===== config.mk =====
export PLATFORM = sky130hd
export DESIGN_NAME = dbg_halt_watch
export DESIGN_NICKNAME = d
export VERILOG_FILES = /design/src/rtl/wpt_pkg.sv /design/src/rtl/wpt_cmp.sv /design/src/rtl/wpt_exec_pipe.sv /design/src/rtl/wpt_halt_ctrl.sv /design/src/rtl/dbg_halt_watch.sv
export SDC_FILE = /design/constraint.sdc
export NUM_CORES = 1
export LEC_CHECK = 0
export BUFFER_PORTS_ARGS = -buffer_cell sky130_fd_sc_hd__buf_2
export CAP_MARGIN = 10
export CORE_MARGIN = 1
export CORE_UTILIZATION = 31
export CTS_CLUSTER_SIZE = 12
export DETAILED_ROUTE_END_ITERATION = 12
export SETUP_SLACK_MARGIN = 0.1
export SLEW_MARGIN = 20
export SYNTH_ARGS = -nofsm -noshare
export SYNTH_HDL_FRONTEND = slang
export SYNTH_HIERARCHICAL = 1
export SYNTH_SLANG_ARGS = --single-unit

===== constraint.sdc =====
create_clock -name clk -period 4.66 [get_ports clk]
set_clock_uncertainty 0.2 [all_clocks]
set_input_delay 0.466 -clock clk [delete_from_list [all_inputs] [get_ports clk]]
set_output_delay 0.466 -clock clk [all_outputs]
set_load 0.005 [all_outputs]

===== src/rtl/wpt_pkg.sv =====
// Shared constants for the debug halt watch unit.
// Assumes a fixed pair of comparator units, each with an 8-word register window.
package wpt_pkg;
    localparam int NUM_UNITS   = 2;
    localparam int REG_AW      = 5;
    localparam int UNIT_STRIDE = 8;
    localparam int OFS_W       = $clog2(UNIT_STRIDE);

    localparam logic [OFS_W-1:0] OFS_AVAL = 3'd0;
    localparam logic [OFS_W-1:0] OFS_AMSK = 3'd1;
    localparam logic [OFS_W-1:0] OFS_DVAL = 3'd2;
    localparam logic [OFS_W-1:0] OFS_DMSK = 3'd3;
    localparam logic [OFS_W-1:0] OFS_CVAL = 3'd4;
    localparam logic [OFS_W-1:0] OFS_CMSK = 3'd5;
    localparam logic [OFS_W-1:0] OFS_CFG  = 3'd6;

    localparam logic [REG_AW-1:0] REG_RESTART = 5'd16;

    localparam int CFG_EN_BIT    = 0;
    localparam int CFG_WATCH_BIT = 1;

    typedef enum logic [1:0] {
        CYC_INTERNAL = 2'b00,
        CYC_SEQ      = 2'b01,
        CYC_NONSEQ   = 2'b10,
        CYC_COPROC   = 2'b11
    } cyc_t;
endpackage


===== src/rtl/wpt_cmp.sv =====
// One comparator unit: holds its value, mask and configuration registers
// and compares them against the bus. It reports a fetch match (break mode)
// or a data match (watch mode). Assumes ADDR_W and CTRL_W <= DATA_W.
module wpt_cmp
    import wpt_pkg::*;
#(
    parameter int ADDR_W   = 32,
    parameter int DATA_W   = 32,
    parameter int CTRL_W   = 4,
    parameter int UNIT_IDX = 0
) (
    input  logic              clk,
    input  logic              rst_n,
    input  logic              wr_en,
    input  logic [REG_AW-1:0] wr_addr,
    input  logic [DATA_W-1:0] wr_data,
    input  logic              bus_valid,
    input  logic              bus_fetch,
    input  logic [ADDR_W-1:0] bus_addr,
    input  logic [DATA_W-1:0] bus_data,
    input  logic [CTRL_W-1:0] bus_ctrl,
    output logic              fetch_hit,
    output logic              data_hit
);
    localparam logic [REG_AW-1:0] BASE = REG_AW'(UNIT_IDX * UNIT_STRIDE);

    logic [ADDR_W-1:0] a_val, a_msk;
    logic [DATA_W-1:0] d_val, d_msk;
    logic [CTRL_W-1:0] c_val, c_msk;
    logic              en, watch;
    logic              sel, all_ok;
    logic [OFS_W-1:0]  ofs;
    logic              unused_wdata;

    assign unused_wdata = ^wr_data;
    assign sel = wr_en && (wr_addr[REG_AW-1:OFS_W] == BASE[REG_AW-1:OFS_W]);
    assign ofs = wr_addr[OFS_W-1:0];

    // Register file of this unit, loaded from the write port.
    always_ff @(posedge clk) begin
        if (!rst_n) begin
            a_val <= '0; a_msk <= '0;
            d_val <= '0; d_msk <= '0;
            c_val <= '0; c_msk <= '0;
            en    <= 1'b0; watch <= 1'b0;
        end else if (sel) begin
            case (ofs)
                OFS_AVAL: a_val <= wr_data[ADDR_W-1:0];
                OFS_AMSK: a_msk <= wr_data[ADDR_W-1:0];
                OFS_DVAL: d_val <= wr_data;
                OFS_DMSK: d_msk <= wr_data;
                OFS_CVAL: c_val <= wr_data[CTRL_W-1:0];
                OFS_CMSK: c_msk <= wr_data[CTRL_W-1:0];
                OFS_CFG: begin
                    en    <= wr_data[CFG_EN_BIT];
                    watch <= wr_data[CFG_WATCH_BIT];
                end
                default: ;
            endcase
        end
    end

    // Masked three-field comparison against the current bus cycle.
    always_comb begin
        all_ok = (((bus_addr ^ a_val) & ~a_msk) == '0)
              && (((bus_data ^ d_val) & ~d_msk) == '0)
              && (((bus_ctrl ^ c_val) & ~c_msk) == '0);
        fetch_hit = en && !watch && bus_valid &&  bus_fetch && all_ok;
        data_hit  = en &&  watch && bus_valid && !bus_fetch && all_ok;
    end
endmodule


===== src/rtl/wpt_exec_pipe.sv =====
// Carries break-mode tags alongside the core pipeline from fetch to execute.
// Assumes one tag bit per unit per stage, shifting only on pipeline advance.
module wpt_exec_pipe #(
    parameter int UNITS  = 2,
    parameter int STAGES = 2
) (
    input  logic             clk,
    input  logic             rst_n,
    input  logic             adv,
    input  logic             flush,
    input  logic             clear,
    input  logic [UNITS-1:0] fetch_hit,
    output logic [UNITS-1:0] exec_hit
);
    logic [UNITS-1:0] stg [STAGES];

    // Shift tags one stage per advance; flush or restart empties them.
    always_ff @(posedge clk) begin
        if (!rst_n || flush || clear) begin
            for (int k = 0; k < STAGES; k++) stg[k] <= '0;
        end else if (adv) begin
            stg[0] <= fetch_hit;
            for (int k = 1; k < STAGES; k++) stg[k] <= stg[k-1];
        end
    end

    assign exec_hit = stg[STAGES-1];
endmodule


===== src/rtl/wpt_halt_ctrl.sv =====
// Halt state, entry cause record and memory cycle-type override.
// Assumes triggers are only looked at while running; restart takes priority.
module wpt_halt_ctrl
    import wpt_pkg::*;
#(
    parameter int SRC_W = 3
) (
    input  logic             clk,
    input  logic             rst_n,
    input  logic             restart,
    input  logic [SRC_W-1:0] trig,
    input  logic [1:0]       core_cycle,
    output logic             halted,
    output logic [SRC_W-1:0] cause,
    output logic [1:0]       mem_cycle
);
    // Enter halt on any trigger, record all sources, leave on restart.
    always_ff @(posedge clk) begin
        if (!rst_n || restart) begin
            halted <= 1'b0;
            cause  <= '0;
        end else if (!halted && (|trig)) begin
            halted <= 1'b1;
            cause  <= trig;
        end
    end

    // Show only internal cycles to memory while halted.
    assign mem_cycle = halted ? CYC_INTERNAL : core_cycle;
endmodule


===== src/rtl/dbg_halt_watch.sv =====
// Top of the debug halt watch unit: two comparator units, the break tag
// pipeline and the halt controller. Assumes the core drives pipe_adv and
// pipe_flush in step with its own fetch/decode/execute pipeline.
module dbg_halt_watch
    import wpt_pkg::*;
#(
    parameter int ADDR_W      = 32,
    parameter int DATA_W      = 32,
    parameter int CTRL_W      = 4,
    parameter int EXEC_STAGES = 2
) (
    input  logic              clk,
    input  logic              rst_n,
    input  logic              cfg_wr_en,
    input  logic [4:0]        cfg_addr,
    input  logic [DATA_W-1:0] cfg_wdata,
    input  logic              bus_valid,
    input  logic              bus_fetch,
    input  logic [ADDR_W-1:0] bus_addr,
    input  logic [DATA_W-1:0] bus_data,
    input  logic [CTRL_W-1:0] bus_ctrl,
    input  logic              pipe_adv,
    input  logic              pipe_flush,
    input  logic              dbg_req,
    input  logic [1:0]        core_cycle,
    output logic              halt,
    output logic [2:0]        halt_cause,
    output logic [1:0]        mem_cycle
);
    localparam int SRC_W = NUM_UNITS + 1;

    logic [NUM_UNITS-1:0] fetch_hit, data_hit, exec_hit;
    logic [SRC_W-1:0]     trig;
    logic                 restart;

    // Decode the restart command from the register port.
    assign restart = cfg_wr_en && (cfg_addr == REG_RESTART) && cfg_wdata[0];

    for (genvar u = 0; u < NUM_UNITS; u++) begin : g_unit
        wpt_cmp #(
            .ADDR_W(ADDR_W), .DATA_W(DATA_W), .CTRL_W(CTRL_W), .UNIT_IDX(u)
        ) u_cmp (
            .clk(clk), .rst_n(rst_n),
            .wr_en(cfg_wr_en), .wr_addr(cfg_addr), .wr_data(cfg_wdata),
            .bus_valid(bus_valid), .bus_fetch(bus_fetch),
            .bus_addr(bus_addr), .bus_data(bus_data), .bus_ctrl(bus_ctrl),
            .fetch_hit(fetch_hit[u]), .data_hit(data_hit[u])
        );
    end

    wpt_exec_pipe #(.UNITS(NUM_UNITS), .STAGES(EXEC_STAGES)) u_pipe (
        .clk(clk), .rst_n(rst_n), .adv(pipe_adv), .flush(pipe_flush),
        .clear(restart), .fetch_hit(fetch_hit), .exec_hit(exec_hit)
    );

    // Collect halt sources: external request above the two units.
    assign trig = {dbg_req, data_hit | exec_hit};

    wpt_halt_ctrl #(.SRC_W(SRC_W)) u_ctrl (
        .clk(clk), .rst_n(rst_n), .restart(restart), .trig(trig),
        .core_cycle(core_cycle), .halted(halt), .cause(halt_cause),
        .mem_cycle(mem_cycle)
    );
endmodule


==> summary.txt, run 1 <==
Worst setup path
  – CP Capture Type: flop
  – Depth of the most critical reg-to-reg path: 9
  – Sum of buffers and inverters on the critical path: 0
  – Startpoint types: flop
  – Max FO, Critical Path: 4
  – CP top delay family: simple AND/OR/NAND/NOR gates
  – Critical-path top delay cell: sky130_fd_sc_hd__nor4_1
  – CP Data Arrival Time: 2.80 ns
  – Data required time at the worst endpoint: 4.94 ns
  – Type of the setup path with the least slack: reg -> reg
  – Number of cells on the critical path: 9
  – Cell-by-cell trace of the critical path: xnor2_1 -> o22ai_1 -> nor2_1 -> nand4_1 -> nor4_1 -> and4b_1 -> or2_2 -> mux2i_1 -> a21oi_1
  – Max incr delay on CP: 0.52 ns

Drt
  – Via-per-instance ratio: 4.89
  – Remaining antenna violation count after routing: 0
  – Total routed wirelength: 39.4 mm
  – Router iterations before antenna repair: 7
  – First-iteration detailed-routing DRC count: 847
  – Detailed-route wire length per cell: 18.6 µm
  – Vias after detailed routing: 10348
  – DRC violation count after routing: 0

Finish
  – Share of final-layout standard cells stronger than drive strength 1: 0.121
  – Final-stage net count: 1684
  – Post-route insts no fill: 2114
  – Multi-input combinational cell area: 6440 µm²
  – Final Util: 0.364
  – Area used by sequential logic in the layout: 5730 µm²
  – Post-route cell area: 14500 µm²
  – Fillcell total: 4090
  – Layout Area Growth over Synthesis: 15.3%
  – Most common cell after layout, fill and taps aside: sky130_fd_sc_hd__nand2_1
  – Most frequent cells in the layout: sky130_fd_sc_hd__nand2_1, sky130_fd_sc_hd__dfxtp_1, sky130_fd_sc_hd__a21boi_1

Timing
  – Normalized max-slew margin: 0.361
  – Setup violation total in the final timing report: 0
  – Worst Tran Pin Value: 0.958 ns
  – Max Transition Viols Final: 0
  – Maximum clock frequency: 397 MHz
  – RSZ-0062 raised after global routing: false
  – Clock period minus worst slack: 2.52 ns
  – Final critical-path share of the clock period: 0.540
  – Count of endpoints failing hold in the final timing report: 0
  – Total negative slack for setup checks: 0 ns

Synthesis
  – Cells taking the most area after synthesis: sky130_fd_sc_hd__dfxtp_1, sky130_fd_sc_hd__nand2_1, sky130_fd_sc_hd__xnor2_1
  – Post-Synthesis Cell Area: 12600 µm²
  – Async set or reset register ratio after synthesis: 0
  – Mapped Avg Cell Area: 8.45 µm²
  – Library cell with the largest summed area after synthesis: sky130_fd_sc_hd__dfxtp_1
  – Number of library cell types mapped by synthesis: 40
  – Top-area cell type share of the netlist area: 0.445
  – Gate Count Post-Synth: 1490
  – Post-synth net total: 1605
  – Most used flip-flop cell after synthesis: sky130_fd_sc_hd__dfxtp_1
  – Register area share after synthesis: 0.455
  – Number of enable flip-flop cells after synthesis: 4
  – Flop and latch count out of synthesis: 284
  – Yosys warning count: 6

Clocking
  – CTS tree: built
  – Post-CTS setup buffer count: 0
  – CTS Root Buffer Type: sky130_fd_sc_hd__clkbuf_16
  – Post-CTS resize count: 0
  – Clock buffer depth: 3
  – Clock latency reported for the late side of the worst-skew pair: 0.55 ns
  – CTS Hold Bufs: 1
  – CTS HTree Levels: 1
  – Clock-pin slew on the worst setup and hold paths: 0.06 ns
  – Number of buffers created by CTS: 30
  – Clock net sink count: 284

Floorplanning
  – Effective utilization at floorplan: 0.316
  – Die Footprint: 41400 µm²
  – Die span in y: 204 µm
  – Die width: 204 µm
  – Rows: 73
  – Core area: 39900 µm²
  – I/O pin count: 121

Placed design
  – DP Area: 13600 µm²
  – Number of placed instances with taps included: 2061
  – Port bufs: 120
  – Routability-driven placement congestion ratio: 0.792
  – Final HPWL DP: 25.7 mm

Global routing
  – Largest net degree at the start of global routing: 148
  – Sum of overflow across all layers after global routing: 0
  – First-pass GRT wire length: 59.4 mm
  – Initial antenna violation count: 3
  – Global-route total usage across every layer: 0.187
  – Vias in the first global route: 9919

Run status
  – Status: completed

Pwr
  – Highest ir drop seen on vdd: 236 µV
  – Leakage: 4.78 nW
  – Ratio of total power to cell area: 356 nW/µm²

Job
  – Max-cap violations: 0

Worst hold path
  – Type of the tightest min-delay check: in -> reg
  – Instance count along the most critical hold path: 3
-- final timing paths --
path                        startpoint                        end  slack [ns]
min                      cfg_wdata[27]  g_unit[0].u_cmp/d_msk[27]        0.03
max reg2reg   g_unit[1].u_cmp/d_val[5]            u_ctrl/cause[1]        2.14
min reg2reg  g_unit[0].u_cmp/d_msk[15]  g_unit[0].u_cmp/d_msk[15]        0.25
max           g_unit[1].u_cmp/d_val[5]            u_ctrl/cause[1]        2.14
-- flip-flops by register name (all words and copies together) (netlist names) --
| register | flops |
|---|---|
| g_unit.u_cmp/a_val | 64 |
| g_unit.u_cmp/d_val | 64 |
| g_unit.u_cmp/d_msk | 64 |
| u_ctrl/cause | 3 |
| g_unit.u_cmp/c_val | 8 |
| u_ctrl/halted | 1 |
| g_unit.u_cmp/watch | 2 |
| g_unit.u_cmp/en | 2 |
| g_unit.u_cmp/a_msk | 64 |
| g_unit.u_cmp/c_msk | 8 |
| u_pipe/stg | 4 |
-- tightest hold or removal path, cell delays in order --
cell and delay, ns:
sky130_fd_sc_hd__buf_2 0.15, sky130_fd_sc_hd__nand2_1 0.07, sky130_fd_sc_hd__a21boi_1 0.05
-- per-layer routing --
layer	GRT usage	up-vias	wire length (µm)
met5	0	-	26
met2	0.309	283	18100
met1	0.253	4933	18200
li1	-	5072	-
met3	0.0289	56	2130
met4	0.0505	4	921
-- power breakdown --
part,internal [mW],switching [mW]
logic,0.155,0.217
clock network,1.37,0.964
registers,2.45,0.0133
total,3.98,1.19
-- cell type report --
class | instances | area share
timing repair buffer | 138 | 0.0513
multi-input combinational | 1115 | 0.443
clock buffer | 45 | 0.0619
antenna | 1 | 0.000172
tap | 525 | 0.0452
clock inverter | 6 | 0.00379
sequential | 284 | 0.394
-- stage by stage --
step | total power [mW] | hold WS, ns | setup WS (ns)
floorplan | 2.71 | 0.235 | 2.57
global placement | 2.89 | 0.241 | 2.00
detailed placement | 2.89 | 0.245 | 1.98
CTS | 5.22 | 0.0118 | 2.22
global route | 5.34 | 0.0286 | 1.97
finish | 5.17 | 0.0312 | 2.14
-- cells in the mapped netlist, drive strengths merged, types with 3 or more instances --
cell type  count
a21boi       258
a21oi          3
and2           8
and4b          4
buf           36
clkbuf        55
dfxtp        280
edfxtp         4
mux2i         21
nand2        524
nand3          6
nand4          4
nor2          28
nor2b         22
nor3           5
nor4           4
o22ai         64
or3b           4
xnor2        136
-- logic make-up after synthesis --
group / Yosys count / share of synthesized area
and+or+nand+nor: 627 / 0.209
AOI/OAI and AO/OA: 331 / 0.191
DFF: 284 / 0.455
xor gates and xnor gates: 136 / 0.0946
buffers and inverters: 91 / 0.0346
muxes: 21 / 0.0167
Power figures use the tool's default switching activity.
==> inputs of run 2 (changes only) <==
Clock period 4.66 ns to 2.5 ns, I/O delays scaled along.
==> run 2 against run 1 <==
  * Sequential share of layout area shrank 1.5 points
  * Non-clock buffer count grew 42
  * Utilization grew 1.4 points
  * Largest power group unchanged
  * Wire length grew 2.1%
  * Power grew 89%
  * Critical path type unchanged
  * Global-route usage grew 0.42 points
  * First-iteration DRC count shrank 13%
  * Combinational power grew 100%
  * Highest routed layer unchanged
==> summary.txt, run 2 (same netlist as run 1, synthesis figures left out) <==
Run status
  – Status: completed

Timing
  – RSZ-0062 raised after global routing: false
  – Normalized max-slew margin: 0.369 (+0.00815)
  – Setup violation total in the final timing report: 0 (unchanged)
  – Max Transition Viols Final: 0 (unchanged)
  – Clock period minus worst slack: 2.31 ns (-0.208 ns)
  – Final critical-path share of the clock period: 0.924 (+0.384)
  – Worst Tran Pin Value: 0.946 ns (-0.0122 ns)
  – Count of endpoints failing hold in the final timing report: 0 (unchanged)
  – Maximum clock frequency: 433 MHz (+9.0%)

Finish
  – Post-route insts no fill: 2158 (+2.1%)
  – Post-route cell area: 15100 µm² (+3.9%)
  – Layout Area Growth over Synthesis: 19.8%
  – Fillcell total: 4014 (-1.9%)
  – Final-stage net count: 1726 (+2.5%)
  – Share of final-layout standard cells stronger than drive strength 1: 0.127 (+0.00593)
  – Most frequent cells in the layout: sky130_fd_sc_hd__nand2_1, sky130_fd_sc_hd__dfxtp_1, sky130_fd_sc_hd__a21boi_1
  – Most common cell after layout, fill and taps aside: sky130_fd_sc_hd__nand2_1

Placed design
  – Number of placed instances with taps included: 2069 (+0.39%)
  – DP Area: 13700 µm² (+1.2%)
  – Final HPWL DP: 26.6 mm (+3.5%)
  – Routability-driven placement congestion ratio: 0.838 (+5.9%)
  – Port bufs: 120 (unchanged)

Pwr
  – Design Power: 9.79 mW (+89%)
  – Highest ir drop seen on vdd: 461 µV (+95%)
  – Internal Power: 7.56 mW (+90%)
  – Sequential fraction of design power: 0.470 (-0.007)
  – Net switching fraction of the power: 0.228 (-0.00263)
  – Combinational group share of total power: 0.076 (+0.004)
  – Leakage: 5.00 nW (+4.5%)
  – Clock share of power: 0.454 (+0.003)
  – Ratio of total power to cell area: 649 nW/µm² (+82%)
  – Sw power: 2.24 mW (+87%)

Job
  – Max-cap violations: 0 (unchanged)

Drt
  – Detailed-route wire length per cell: 18.6 µm (about the same)
  – DRC violation count after routing: 0 (unchanged)
  – Total routed wirelength: 40.2 mm (+2.1%)
  – Vias after detailed routing: 10480 (+1.3%)
  – First-iteration detailed-routing DRC count: 738 (-13%)
  – Remaining antenna violation count after routing: 0 (unchanged)
  – Router iterations before antenna repair: 4 (-3)
  – Via-per-instance ratio: 4.86 (-0.79%)

Clocking
  – Clock-pin slew on the worst setup and hold paths: 0.07 ns (about the same)
  – CTS Root Buffer Type: sky130_fd_sc_hd__clkbuf_16
  – Number of buffers created by CTS: 30 (unchanged)
  – Clock net sink count: 284 (unchanged)
  – CTS tree: built
  – Post-CTS setup buffer count: 0 (unchanged)
  – CTS HTree Levels: 1 (unchanged)
  – Clock buffer depth: 3 (unchanged)
  – Clock latency reported for the late side of the worst-skew pair: 0.55 ns (about the same)

Worst setup path
  – CP Capture Type: flop
  – Data required time at the worst endpoint: 2.79 ns (-2.15 ns)
  – Max incr delay on CP: 0.40 ns (-0.12 ns)
  – Type of the setup path with the least slack: reg -> reg
  – R2R setup slack: 0.19 ns (-1.95 ns)
  – Max FO, Critical Path: 4 (unchanged)
  – Critical-path top delay cell: sky130_fd_sc_hd__or3b_4
  – Sum of buffers and inverters on the critical path: 0 (unchanged)
  – CP top delay family: simple AND/OR/NAND/NOR gates
  – Start of the worst register-to-register path: g_unit[1].u_cmp/d_val[17]
  – Startpoint types: flop
  – CP Data Arrival Time: 2.60 ns (-0.20 ns)
  – FF-to-FF End: u_ctrl/cause[2]
  – Cell-by-cell trace of the critical path: xnor2_1 -> o211ai_1 -> nor3_1 -> nand3_1 -> nor4_2 -> and4b_1 -> or2_4 -> or3b_4 -> a21oi_2
  – Depth of the most critical reg-to-reg path: 9 (unchanged)

Worst hold path
  – HP Start: pipe_adv
  – Hold endpoint: u_pipe/stg[0][2]
  – Type of the tightest min-delay check: in -> reg
  – Instance count along the most critical hold path: 2 (-1)

Floorplanning
  – Die width: 204 µm (unchanged)
  – Die span in y: 204 µm (unchanged)
  – Effective utilization at floorplan: 0.316 (unchanged)
  – Core area: 39900 µm² (unchanged)
  – Rows: 73 (unchanged)
  – I/O pin count: 121 (unchanged)
  – Die Footprint: 41400 µm² (unchanged)

Global routing
  – Global-route total usage across every layer: 0.191 (+0.00424)
  – First-pass GRT wire length: 60.4 mm (+1.8%)
  – Sum of overflow across all layers after global routing: 0 (unchanged)
  – Initial antenna violation count: 1 (-2)
  – Vias in the first global route: 10034 (+1.2%)
  – Largest net degree at the start of global routing: 248 (+68%)
[run 2: cell count changes in the layout (fill, tap and decap cells not counted), sizes merged]
cell | before | now
buf | 137 | 145
clkbuf | 45 | 49
clkinv | 5 | 3
dlygate4sd3 | 1 | 35
[run 2: area by class of cell]
class                           instances  area, µm²  share of cell area
Antenna cell                            1       2.50            0.000166
Tap cell                              525        657              0.0435
Multi-Input combinational cell       1115       6470               0.429
Timing Repair Buffer                  180       1240              0.0825
Clock inverter                          4       45.0             0.00298
Sequential cell                       284       5730               0.379
Clock buffer                           49        943              0.0625
[run 2: how the worst max path moves through the flow]
stage,startpoint,to,cells past startpoint
after floorplan,g_unit[0].u_cmp/d_val[17],u_ctrl/cause[2],9
after global placement,bus_data[17],u_ctrl/cause[1],10
after detailed placement,bus_data[17],u_ctrl/cause[2],10
after CTS,g_unit[1].u_cmp/d_val[17],u_ctrl/cause[2],9
after global routing,g_unit[1].u_cmp/d_val[27],u_ctrl/cause[1],10
final,g_unit[1].u_cmp/d_val[17],u_ctrl/cause[2],9
[run 2: routing by layer]
layer / up-vias / routed length, µm / track usage
li1: 5163 / - / -
met1: 5017 / 18600 / 0.256
met2: 244 / 18800 / 0.324
met3: 54 / 1710 / 0.0203
met4: 2 / 1010 / 0.0553
met5: - / 10 / 0
[run 2: timing repair]
item / in CTS / in global routing
pin swaps: 5 / 7
endpoints found under the hold margin: 275 / 0
gates resized for setup: 2 / 7
hold buffers: 35 / 0
endpoints found under the setup margin: 2 / 3
[run 2: power groups by stage]
stage	registers, mW	clock network, mW	logic [mW]
4_1_cts	4.60	4.54	0.743
3_5_place_dp	4.70	0	0.695
5_1_grt	4.61	4.72	0.796
2_1_floorplan	4.69	0	0.352
3_3_place_gp	4.70	0	0.689
6_report	4.60	4.44	0.747
[run 2: per-stage QoR]
step                      setup WS, ns   TNS, ns  hold WS, ns  utilization
after CTS                        0.121         0       0.0240        0.377
after floorplan                  0.563         0        0.175            -
after global placement          0.0232         0        0.240        0.344
after detailed placement      -0.00777  -0.00777        0.247        0.344
after global routing             0.118         0       0.0470        0.378
final                            0.190         0       0.0693        0.378
[run 2: worst reg2reg max path, cell delays in order (launching register included)]
cell	delay (ns)
sky130_fd_sc_hd__dfxtp_1	0.31
sky130_fd_sc_hd__xnor2_1	0.12
sky130_fd_sc_hd__o211ai_1	0.33
sky130_fd_sc_hd__nor3_1	0.08
sky130_fd_sc_hd__nand3_1	0.18
sky130_fd_sc_hd__nor4_2	0.08
sky130_fd_sc_hd__and4b_1	0.18
sky130_fd_sc_hd__or2_4	0.24
sky130_fd_sc_hd__or3b_4	0.40
sky130_fd_sc_hd__a21oi_2	0.12
